==> config.mk <==
export PLATFORM = sky130hd
export DESIGN_NAME = dbg_pwr_regs
export DESIGN_NICKNAME = d
export VERILOG_FILES = /design/src/rtl/dbg_pwr_pkg.sv /design/src/rtl/dbg_pwr_rst_sync.sv /design/src/rtl/dbg_pwr_ctrl.sv /design/src/rtl/dbg_pwr_stat.sv /design/src/rtl/dbg_pwr_regs.sv
export SDC_FILE = /design/constraint.sdc
export NUM_CORES = 1
export LEC_CHECK = 0
export ABC_AREA = 1
export BUFFER_PORTS_ARGS = -buffer_cell sky130_fd_sc_hd__buf_2
export CORE_MARGIN = 3
export CORE_UTILIZATION = 40
export CTS_CLUSTER_DIAMETER = 50
export DETAILED_ROUTE_END_ITERATION = 6
export MAX_ROUTING_LAYER = met4
export PLACE_DENSITY_LB_ADDON = 0.12
export SYNTH_ARGS = -nofsm -noshare
export SYNTH_HDL_FRONTEND = slang
export SYNTH_SLANG_ARGS = --single-unit
==> constraint.sdc <==
create_clock -name clk -period 1.2 [get_ports clk]
set_input_delay 0.3 -clock clk [delete_from_list [all_inputs] [get_ports clk]]
set_output_delay 0.3 -clock clk [all_outputs]
set_load 0.01 [all_outputs]
==> src/rtl/dbg_pwr_pkg.sv <==
package dbg_pwr_pkg;
  // Control register field positions
  localparam int CB_WAKE_CORE = 0;
  localparam int CB_WAKE_MEM  = 1;
  localparam int CB_WAKE_DBG  = 2;
  localparam int CB_CORE_RST  = 4;
  localparam int CB_DBG_RST   = 6;
  localparam int CB_USE       = 7;

  // Status register field positions
  localparam int SB_CORE_ON   = 0;
  localparam int SB_MEM_ON    = 1;
  localparam int SB_DBG_ON    = 2;
  localparam int SB_CORE_NEED = 3;
  localparam int SB_CORE_WR   = 4;
  localparam int SB_DBG_WR    = 6;

  localparam int REG_W   = 8;
  localparam int NUM_DOM = 3;

  localparam logic [REG_W-1:0] CTRL_WR_MASK =
    (8'h1 << CB_WAKE_CORE) | (8'h1 << CB_WAKE_MEM) | (8'h1 << CB_WAKE_DBG) |
    (8'h1 << CB_CORE_RST)  | (8'h1 << CB_DBG_RST)  | (8'h1 << CB_USE);

  typedef enum logic [1:0] {SEL_NONE, SEL_CTRL, SEL_STAT} reg_sel_e;
endpackage

==> src/rtl/dbg_pwr_rst_sync.sv <==
module dbg_pwr_rst_sync (
  input  logic clk,
  input  logic rst_n,
  output logic rst_sync_n
);
  logic [1:0] sync_q;

  always_ff @(posedge clk or negedge rst_n) begin
    if (!rst_n) sync_q <= 2'b00;
    else        sync_q <= {sync_q[0], 1'b1};
  end

  assign rst_sync_n = sync_q[1];
endmodule

==> src/rtl/dbg_pwr_ctrl.sv <==
module dbg_pwr_ctrl
  import dbg_pwr_pkg::*;
(
  input  logic             clk,
  input  logic             rst_n,
  input  logic             wr_en,
  input  logic [REG_W-1:0] wdata,
  input  logic             dbg_on,
  output logic [REG_W-1:0] ctrl_q,
  output logic             access_en
);
  logic [REG_W-1:0] ctrl_d;
  logic             acc_q, acc_d;

  always_comb begin
    ctrl_d = wdata & CTRL_WR_MASK;
    if (ctrl_d[CB_DBG_RST]) ctrl_d[CB_USE] = 1'b0;
    // keep when already granted, grant only on a 0->1 step of the use bit
    acc_d = ctrl_d[CB_USE] & (acc_q | (~ctrl_q[CB_USE] & dbg_on));
  end

  always_ff @(posedge clk or negedge rst_n) begin
    if (!rst_n) begin
      ctrl_q <= '0;
      acc_q  <= 1'b0;
    end else if (wr_en) begin
      ctrl_q <= ctrl_d;
      acc_q  <= acc_d;
    end
  end

  assign access_en = acc_q;
endmodule

==> src/rtl/dbg_pwr_stat.sv <==
module dbg_pwr_stat
  import dbg_pwr_pkg::*;
#(
  parameter int PG_STAGES = 1
) (
  input  logic               clk,
  input  logic               rst_n,
  input  logic [NUM_DOM-1:0] pg,
  input  logic               wake_core,
  input  logic               core_rst_req,
  input  logic               dbg_rst_req,
  input  logic               clr_en,
  output logic [REG_W-1:0]   stat_q
);
  logic [NUM_DOM-1:0] dom_on;
  logic core_wr_q, core_wr_d, dbg_wr_q, dbg_wr_d;

  for (genvar d = 0; d < NUM_DOM; d++) begin : g_dom
    logic [PG_STAGES-1:0] pipe_q;
    logic [PG_STAGES-1:0] pipe_d;
    if (PG_STAGES == 1) begin : g_one
      assign pipe_d = pg[d];
    end else begin : g_many
      assign pipe_d = {pipe_q[PG_STAGES-2:0], pg[d]};
    end
    always_ff @(posedge clk or negedge rst_n) begin
      if (!rst_n) pipe_q <= '0;
      else        pipe_q <= pipe_d;
    end
    assign dom_on[d] = pipe_q[PG_STAGES-1];
  end

  always_comb begin
    core_wr_d = (core_wr_q & ~clr_en) | core_rst_req;
    dbg_wr_d  = (dbg_wr_q  & ~clr_en) | dbg_rst_req;
  end

  always_ff @(posedge clk or negedge rst_n) begin
    if (!rst_n) begin
      core_wr_q <= 1'b0;
      dbg_wr_q  <= 1'b0;
    end else begin
      core_wr_q <= core_wr_d;
      dbg_wr_q  <= dbg_wr_d;
    end
  end

  always_comb begin
    stat_q               = '0;
    stat_q[SB_CORE_ON]   = dom_on[0];
    stat_q[SB_MEM_ON]    = dom_on[1];
    stat_q[SB_DBG_ON]    = dom_on[2];
    stat_q[SB_CORE_NEED] = wake_core & ~dom_on[0];
    stat_q[SB_CORE_WR]   = core_wr_q;
    stat_q[SB_DBG_WR]    = dbg_wr_q;
  end
endmodule

==> src/rtl/dbg_pwr_regs.sv <==
module dbg_pwr_regs
  import dbg_pwr_pkg::*;
#(
  parameter int ADDR_W = 7,
  parameter logic [ADDR_W-1:0] CTRL_LOCAL = 'h00,
  parameter logic [ADDR_W-1:0] STAT_LOCAL = 'h01,
  parameter logic [ADDR_W-1:0] CTRL_MAP   = 'h58,
  parameter logic [ADDR_W-1:0] STAT_MAP   = 'h59,
  parameter int PG_STAGES = 1
) (
  input  logic              clk,
  input  logic              rst_n,
  input  logic [ADDR_W-1:0] reg_addr,
  input  logic [7:0]        reg_wdata,
  input  logic              reg_wr,
  input  logic              reg_rd,
  input  logic              reg_rd_clr,
  output logic [7:0]        reg_rdata,
  output logic              wake_core,
  output logic              wake_mem,
  output logic              wake_dbg,
  output logic              core_rst,
  output logic              dbg_rst,
  input  logic              pg_core,
  input  logic              pg_mem,
  input  logic              pg_dbg,
  output logic              dbg_access_en
);
  logic             rst_sync_n;
  reg_sel_e         sel;
  logic             stat_sel;
  logic [REG_W-1:0] ctrl_q;
  logic [REG_W-1:0] stat_q;

  dbg_pwr_rst_sync u_rst (
    .clk        (clk),
    .rst_n      (rst_n),
    .rst_sync_n (rst_sync_n)
  );

  always_comb begin
    sel = SEL_NONE;
    if (reg_addr == CTRL_LOCAL || reg_addr == CTRL_MAP)      sel = SEL_CTRL;
    else if (reg_addr == STAT_LOCAL || reg_addr == STAT_MAP) sel = SEL_STAT;
  end

  assign stat_sel = (sel == SEL_STAT);

  dbg_pwr_ctrl u_ctrl (
    .clk       (clk),
    .rst_n     (rst_sync_n),
    .wr_en     (reg_wr && sel == SEL_CTRL),
    .wdata     (reg_wdata),
    .dbg_on    (stat_q[SB_DBG_ON]),
    .ctrl_q    (ctrl_q),
    .access_en (dbg_access_en)
  );

  dbg_pwr_stat #(.PG_STAGES(PG_STAGES)) u_stat (
    .clk          (clk),
    .rst_n        (rst_sync_n),
    .pg           ({pg_dbg, pg_mem, pg_core}),
    .wake_core    (ctrl_q[CB_WAKE_CORE]),
    .core_rst_req (ctrl_q[CB_CORE_RST]),
    .dbg_rst_req  (ctrl_q[CB_DBG_RST]),
    .clr_en       (reg_rd && reg_rd_clr && stat_sel),
    .stat_q       (stat_q)
  );

  assign wake_core = ctrl_q[CB_WAKE_CORE];
  assign wake_mem  = ctrl_q[CB_WAKE_MEM];
  assign wake_dbg  = ctrl_q[CB_WAKE_DBG];
  assign core_rst  = ctrl_q[CB_CORE_RST];
  assign dbg_rst   = ctrl_q[CB_DBG_RST];

  always_comb begin
    reg_rdata = '0;
    if (reg_rd) begin
      case (sel)
        SEL_CTRL: reg_rdata = ctrl_q;
        SEL_STAT: reg_rdata = stat_q;
        default:  reg_rdata = '0;
      endcase
    end
  end
endmodule

==> results of run 1 <==
[final cells by class]
| cell class | instances | area share [%] |
|---|---|---|
| Multi-Input combinational cell | 70 | 35.4 |
| Sequential cell | 14 | 27.5 |
| Clock buffer | 4 | 2.85 |
| Inverter | 12 | 4.91 |
| Tap cell | 24 | 2.36 |
| Timing Repair Buffer | 42 | 27.0 |
[final timing paths]
kind                            cells after the start        startpoint                endpoint  slack (ns)
worst max-delay path                                8       reg_addr[1]            reg_rdata[3]       -0.21
max in group asynchronous                           0   u_rst.sync_q[1]  u_stat.g_dom[1].pipe_q        0.69
worst min-delay path                                1            pg_dbg  u_stat.g_dom[2].pipe_q        0.13
min in group asynchronous                           0   u_rst.sync_q[1]        u_stat.core_wr_q        0.19
worst max register to register                      5  u_ctrl.ctrl_q[7]        u_ctrl.access_en        0.32
worst min register to register                      0   u_rst.sync_q[1]        u_stat.core_wr_q        0.19
[power breakdown]
group	internal (mW)	switching (mW)
Combinational	0.124	0.124
Sequential	0.514	0.0430
Clock	0.184	0.144
Total	0.822	0.311
[logic make-up after synthesis]
kind of cell    after synthesis
compound gates                1
other cells                   2
simple gates                 67
flops                        14
buf+inv                      16
[cells in the final DEF, fill, tap and decap left out, types with 2 or more instances in the layout]
cell type / Yosys / routed
nor2_4: 0 / 3
inv_4: 0 / 4
buf_2: 1 / 18
buf_6: 2 / 15
conb_1: 2 / 2
nand3_1: 19 / 7
nand2_1: 35 / 21
dfrtp_1: 14 / 14
nor2_1: 10 / 4
nand2_2: 1 / 10
nor2_2: 0 / 3
buf_4: 1 / 6
buf_8: 0 / 2
nand3_2: 0 / 12
nand2_4: 0 / 5
inv_1: 12 / 6
clkbuf_4: 0 / 3
[worst max-delay path, stage by stage]
cell,delay [ns]
buf_8,0.10
inv_4,0.04
nand2_1,0.06
nor2_2,0.12
nand2_2,0.07
nand2_4,0.12
and3_4,0.19
buf_6,0.09
[registers in the layout, indices dropped and copies added, names as in the netlist]
register             flops
u_ctrl.access_en         1
u_stat.g_dom.pipe_q      3
u_stat.dbg_wr_q          1
u_stat.core_wr_q         1
u_ctrl.ctrl_q            6
u_rst.sync_q             2
[repair_timing]
action / 4_1_cts / 5_1_grt
hold buffers: 1 / 0
pin swaps: 15 / 11
setup endpoints to repair: 14 / 15
buffers inserted: 3 / 3
endpoints found under the hold margin: 2 / 0
gates resized for setup: 39 / 13
[layer usage]
layer,track usage (%),routed length (um),part of all wire [%]
met1,20.6,761,38
met2,31.9,1130,56
met3,2.76,113,5.6
met4,5.69,20,0.99
met5,-,0,0
==> insert_results.sql, run 1 <==
INSERT INTO impl_metrics (metric_group, metric, value, unit) VALUES
('run_status', 'status', 'finished with violations', ''),
('run_status', 'failed_checks', 'negative setup slack', ''),
('setup_path', 'timing.critical_path.from_type', 'primary input', ''),
('detailed_routing', 'vias_per_cell', '4.78', ''),
('yosys', 'synth-simple-area-share', '39.0', '%'),
('placed_design', 'gp_routability_congestion', '0.786', ''),
('grt', 'global_route.overflow_total', '0', ''),
('setup_path', 'end_kind', 'output port', ''),
('placed_design', 'numPortBuffers', '33', ''),
('layout', 'postLayoutCellArea', '1270', 'um^2'),
('timing', 'min_cycle_time_layout', '1.41', 'ns'),
('clock_tree', 'clk_pin_slew_worst_paths', '0.08', 'ns'),
('yosys', 'ys_types', '13', ''),
('yosys', 'ys_ff_latch', '14', ''),
('pwr', 'cellLeakagePower', '0.661', 'nW'),
('run', 'max_capacitance_violation_count', '0', ''),
('layout', 'final_cells', '166', ''),
('grt', 'grt_pass1_vias', '791', ''),
('grt', 'grt_pass1_wl', '3350', 'um'),
('yosys', 'synthMostInstantiatedCell', 'nand2_1', ''),
('yosys', 'synth-main-ff-cell', 'dfrtp_1', ''),
('yosys', 'edff_count_synth', '0', ''),
('floorplanning', 'die_y', '48.6', 'um'),
('timing', 'rsz0062_at_grt', 'yes', ''),
('floorplanning', 'floorplan.io_pins', '37', ''),
('detailed_routing', 'drt_iter0_markers', '15', ''),
('yosys', 'muxShareOfSynthArea', '0', '%'),
('placed_design', 'placedCellCount', '155', ''),
('yosys', 'netlist_area', '726', 'um^2'),
('yosys', 'synth_top_family_by_area', 'simple AND/OR/NAND/NOR gates', ''),
('setup_path', 'critical_path_peak_fanout', '7', ''),
('placed_design', 'dpl_cell_area', '958', 'um^2'),
('hold_path', 'worst_hold_path_type', 'primary input to flop', ''),
('yosys', 'synth_async_sr_flop_share', '100', '%'),
('timing', 'final-max-slew-violation-count', '0', ''),
('detailed_routing', 'firstDrtPassIters', '4', ''),
('layout', 'final_net_count', '166', ''),
('floorplanning', 'placementRows', '14', ''),
('yosys', 'synthesis.nets', '123', ''),
('layout', 'synthToLayoutAreaGrowth', '75.5', '%'),
('clock_tree', 'worst_skew_pair.late_latency', '0.27', 'ns'),
('pwr', 'vdd_drop_max', '0.705', 'mV'),
('timing', 'finalSetupViolations', '15', ''),
('timing', 'fin_setup_tns', '-1.97', 'ns'),
('detailed_routing', 'drcViolationCount', '0', ''),
('setup_path', 'worst_setup_path_type', 'primary input to output port', ''),
('pwr', 'power', '1.13', 'mW'),
('detailed_routing', 'wl', '2020', 'um'),
('floorplanning', 'die-area', '2360', 'um^2'),
('timing', 'setup_slack', '-0.212', 'ns'),
('timing', 'final.period_utilization', '118', '%'),
('clock_tree', 'clock_sink_count', '14', ''),
('placed_design', 'pre_cts_ws', '-0.319', 'ns'),
('yosys', 'post-synth-top-area-fraction', '48.3', '%'),
('clock_tree', 'clockRootBuffer', 'clkbuf_4', ''),
('clock_tree', 'cts-buffers-inserted', '3', ''),
('clock_tree', 'cts_tree', 'yes', ''),
('grt', 'grtUsageTotal', '17.9', '%'),
('yosys', 'synth_adder_area_share', '0', '%'),
('yosys', 'synth_xor_area_share', '0', '%'),
('grt', 'grt_start_max_net_pins', '14', ''),
('layout', 'reg_area', '350', 'um^2'),
('yosys', 'synthDominantAreaCellType', 'dfrtp_1', ''),
('grt', 'antenna_violations_before_repair', '0', ''),
('setup_path', 'worstPathRequired', '0.90', 'ns'),
('layout', 'multiInputGateArea', '450', 'um^2'),
('timing', 'hold-worst-slack', '0.126', 'ns'),
('timing', 'finalClockSkew', '0.00256', 'ns'),
('layout', 'post-route-util', '79.0', '%'),
('yosys', 'syn-mean-instance-area', '7.26', 'um^2'),
('floorplanning', 'core_region_area', '1610', 'um^2');
Power figures use the tool's default switching activity.
==> run 2, diff against run 1 <==
MAX_ROUTING_LAYER = not set   (was met4)
==> run 2 against run 1 <==
  * The run still ends with negative setup slack left
  * Critical endpoint unchanged
  * Largest cell class unchanged
  * Clock power hardly changed
  * Die area did not move
  * Global-route usage down 0.49 points
  * Register-to-register slack about the same
==> insert_results.sql, run 2 (synthesis results as in run 1) <==
INSERT INTO impl_metrics (metric_group, metric, value, unit) VALUES
('timing', 'final-max-slew-violation-count', '0', ''),
('floorplanning', 'die_w', '48.6', 'um'),
('grt', 'global_route.overflow_total', '0', ''),
('run', 'max_capacitance_violation_count', '0', ''),
('run_status', 'failed_checks', 'negative setup slack', ''),
('floorplanning', 'placementRows', '14', ''),
('setup_path', 'worst_r2r_endpoint', 'u_ctrl.access_en', ''),
('setup_path', 'worstPathRequired', '0.90', 'ns'),
('timing', 'finalClockSkew', '0.00261', 'ns'),
('layout', 'final_cells', '166', ''),
('detailed_routing', 'firstDrtPassIters', '4', ''),
('detailed_routing', 'drt_iter0_markers', '15', ''),
('clock_tree', 'h-tree-depth', '1', ''),
('layout', 'layout_common_cells', 'nand2_1 (21), buf_2 (18), buf_6 (15), dfrtp_1 (14), nand3_2 (12)', ''),
('timing', 'final.period_utilization', '118', '%'),
('pwr', 'powerDensity', '890', 'nW/um^2'),
('clock_tree', 'clock_sink_count', '14', ''),
('timing', 'setup_slack', '-0.212', 'ns'),
('setup_path', 'cp_top_family', 'simple AND/OR/NAND/NOR gates', ''),
('timing', 'fin_setup_tns', '-1.96', 'ns'),
('clock_tree', 'clock_tree.buffer_depth', '2', ''),
('floorplanning', 'die-area', '2360', 'um^2'),
('setup_path', 'end_kind', 'output port', ''),
('clock_tree', 'cts-buffers-inserted', '3', ''),
('hold_path', 'worst_hold_path.num_cells', '1', ''),
('setup_path', 'critical_path_peak_fanout', '7', ''),
('setup_path', 'critical_path.reg2reg.startpoint', 'u_ctrl.ctrl_q[7]', ''),
('floorplanning', 'floorplan.io_pins', '37', ''),
('setup_path', 'crit_chain', 'buf_8, inv_4, nand2_1, nor2_2, nand2_2, nand2_4, and3_4, buf_6', ''),
('setup_path', 'worst_setup_path_type', 'primary input to output port', ''),
('layout', 'drive_above_1_share', '59.9', '%'),
('layout', 'n_antenna_cell', '0', ''),
('grt', 'grtUsageTotal', '17.4', '%'),
('detailed_routing', 'vias_per_cell', '4.79', ''),
('placed_design', 'gp_routability_congestion', '0.776', ''),
('pwr', 'power', '1.13', 'mW'),
('detailed_routing', 'wl', '2020', 'um'),
('layout', 'leading_cell_type_in_the_layout_fill_and_taps_excluded', 'nand2_1', ''),
('setup_path', 'worst-r2r-cell-count', '5', ''),
('placed_design', 'numPortBuffers', '33', ''),
('detailed_routing', 'drcViolationCount', '0', ''),
('clock_tree', 'clk_pin_slew_worst_paths', '0.08', 'ns'),
('placed_design', 'post-dp-hpwl', '1200', 'um'),
('layout', 'largest_reg_flops', '6', ''),
('timing', 'finalSetupViolations', '15', ''),
('layout', 'final_net_count', '166', ''),
('hold_path', 'worst_hold_path_type', 'primary input to flop', ''),
('run_status', 'status', 'finished with violations', ''),
('floorplanning', 'initial_utilization', '45.0', '%'),
('timing', 'min_cycle_time_layout', '1.41', 'ns'),
('hold_path', 'worstHoldStart', 'pg_dbg', ''),
('floorplanning', 'die_y', '48.6', 'um'),
('layout', 'fillCellCount', '123', ''),
('pwr', 'vdd_drop_max', '0.705', 'mV'),
('timing', 'fmaxAchievable', '708', 'MHz'),
('detailed_routing', 'wire_per_inst', '12.2', 'um'),
('grt', 'grt_pass1_vias', '791', ''),
('hold_path', 'hold-path-endpoint', 'u_stat.g_dom[2].pipe_q', ''),
('clock_tree', 'clockRootBuffer', 'clkbuf_4', ''),
('pwr', 'cellLeakagePower', '0.661', 'nW'),
('setup_path', 'worst_endpoint_data_arrival_time', '1.11', 'ns'),
('setup_path', 'critPathMaxStageDelay', '0.19', 'ns'),
('setup_path', 'worst_path_max_delay_cell', 'and3_4', ''),
('detailed_routing', 'ant_nets', '0', ''),
('layout', 'synthToLayoutAreaGrowth', '75.5', '%'),
('grt', 'grt_start_max_net_pins', '14', ''),
('timing', 'rsz0062_at_grt', 'yes', ''),
('clock_tree', 'cts_tree', 'yes', ''),
('layout', 'top_register', 'u_ctrl.ctrl_q', ''),
('placed_design', 'placedCellCount', '155', ''),
('setup_path', 'ff2ff_setup_slack', '0.32', 'ns'),
('grt', 'grt_pass1_wl', '3340', 'um'),
('setup_path', 'critical_path_buf_inv_count', '3', ''),
('clock_tree', 'worst_skew_pair.late_latency', '0.27', 'ns'),
('grt', 'antenna_violations_before_repair', '0', ''),
('detailed_routing', 'vias', '795', ''),
('layout', 'largestRegisters', 'u_ctrl.ctrl_q (6), u_stat.g_dom.pipe_q (3), u_rst.sync_q (2)', ''),
('floorplanning', 'core_region_area', '1610', 'um^2'),
('timing', 'finalHoldViolations', '0', ''),
('setup_path', 'timing.critical_path.from_type', 'primary input', '');
==> run 2: cell counts in the layout (fill, tap and decap cells not counted) <==
Identical to the previous run, type by type.
==> run 2: final cells by class <==
class / instances / area [um^2] / share of cell area (%)
multi-input cells: 70 / 450 / 35.4
flip-flops and latches: 14 / 350 / 27.5
clock buffers: 4 / 36.3 / 2.85
inverters: 12 / 62.6 / 4.91
repair buffers: 42 / 344 / 27.0
well taps: 24 / 30.0 / 2.36
==> run 2: worst max path at each step <==
stage	from	endpoint	slack [ns]	cells after the start
detailed placement	reg_addr[5]	reg_rdata[1]	-0.32	9
global route	reg_addr[1]	reg_rdata[3]	-0.29	8
global placement	reg_addr[5]	reg_rdata[1]	-0.32	9
CTS	reg_addr[3]	reg_rdata[3]	-0.18	8
finish	reg_addr[1]	reg_rdata[3]	-0.21	8
floorplan	reg_addr[5]	reg_rdata[7]	-0.04	8
==> run 2: per-layer routing <==
| metal | up-vias | global-route usage, % | wire length (um) | part of all wire, % |
|---|---|---|---|---|
| met5 | - | 0 | 0 | 0 |
| met4 | 0 | 5.69 | 20 | 0.99 |
| met3 | 4 | 3.07 | 113 | 5.6 |
| met2 | 26 | 31.9 | 1130 | 56 |
| met1 | 374 | 20.4 | 759 | 38 |
| li1 | 391 | - | - | - |
==> run 2: timing repair <==
item	CTS	global route
setup buffers	3	3
hold endpoints to repair	2	0
endpoints found under the setup margin	14	15
gates resized for setup	39	13
pin swaps	15	11
hold buffers	1	0
==> run 2: through the flow <==
stage / util (%) / hold slack (ns) / setup WS, ns / area, um^2
2_1_floorplan: - / 0.00441 / -0.0361 / 783
3_3_place_gp: 59.5 / 0.0854 / -0.318 / 958
3_5_place_dp: 59.5 / 0.0888 / -0.319 / 958
4_1_cts: 74.7 / 0.126 / -0.184 / 1200
5_1_grt: 79.0 / 0.118 / -0.285 / 1270
6_report: 79.0 / 0.126 / -0.212 / 1270
==> run 2: worst register-to-register path, cell delays in order (launching register included) <==
cell and delay (ns):
dfrtp_1 0.39, inv_1 0.11, a21oi_1 0.07, nor2b_1 0.11
nand3_1 0.08, nand2_1 0.07
==> run 2: power by group <==
group          switching, mW  internal [mW]
Clock                  0.144          0.184
Sequential            0.0430          0.514
Combinational          0.124          0.124
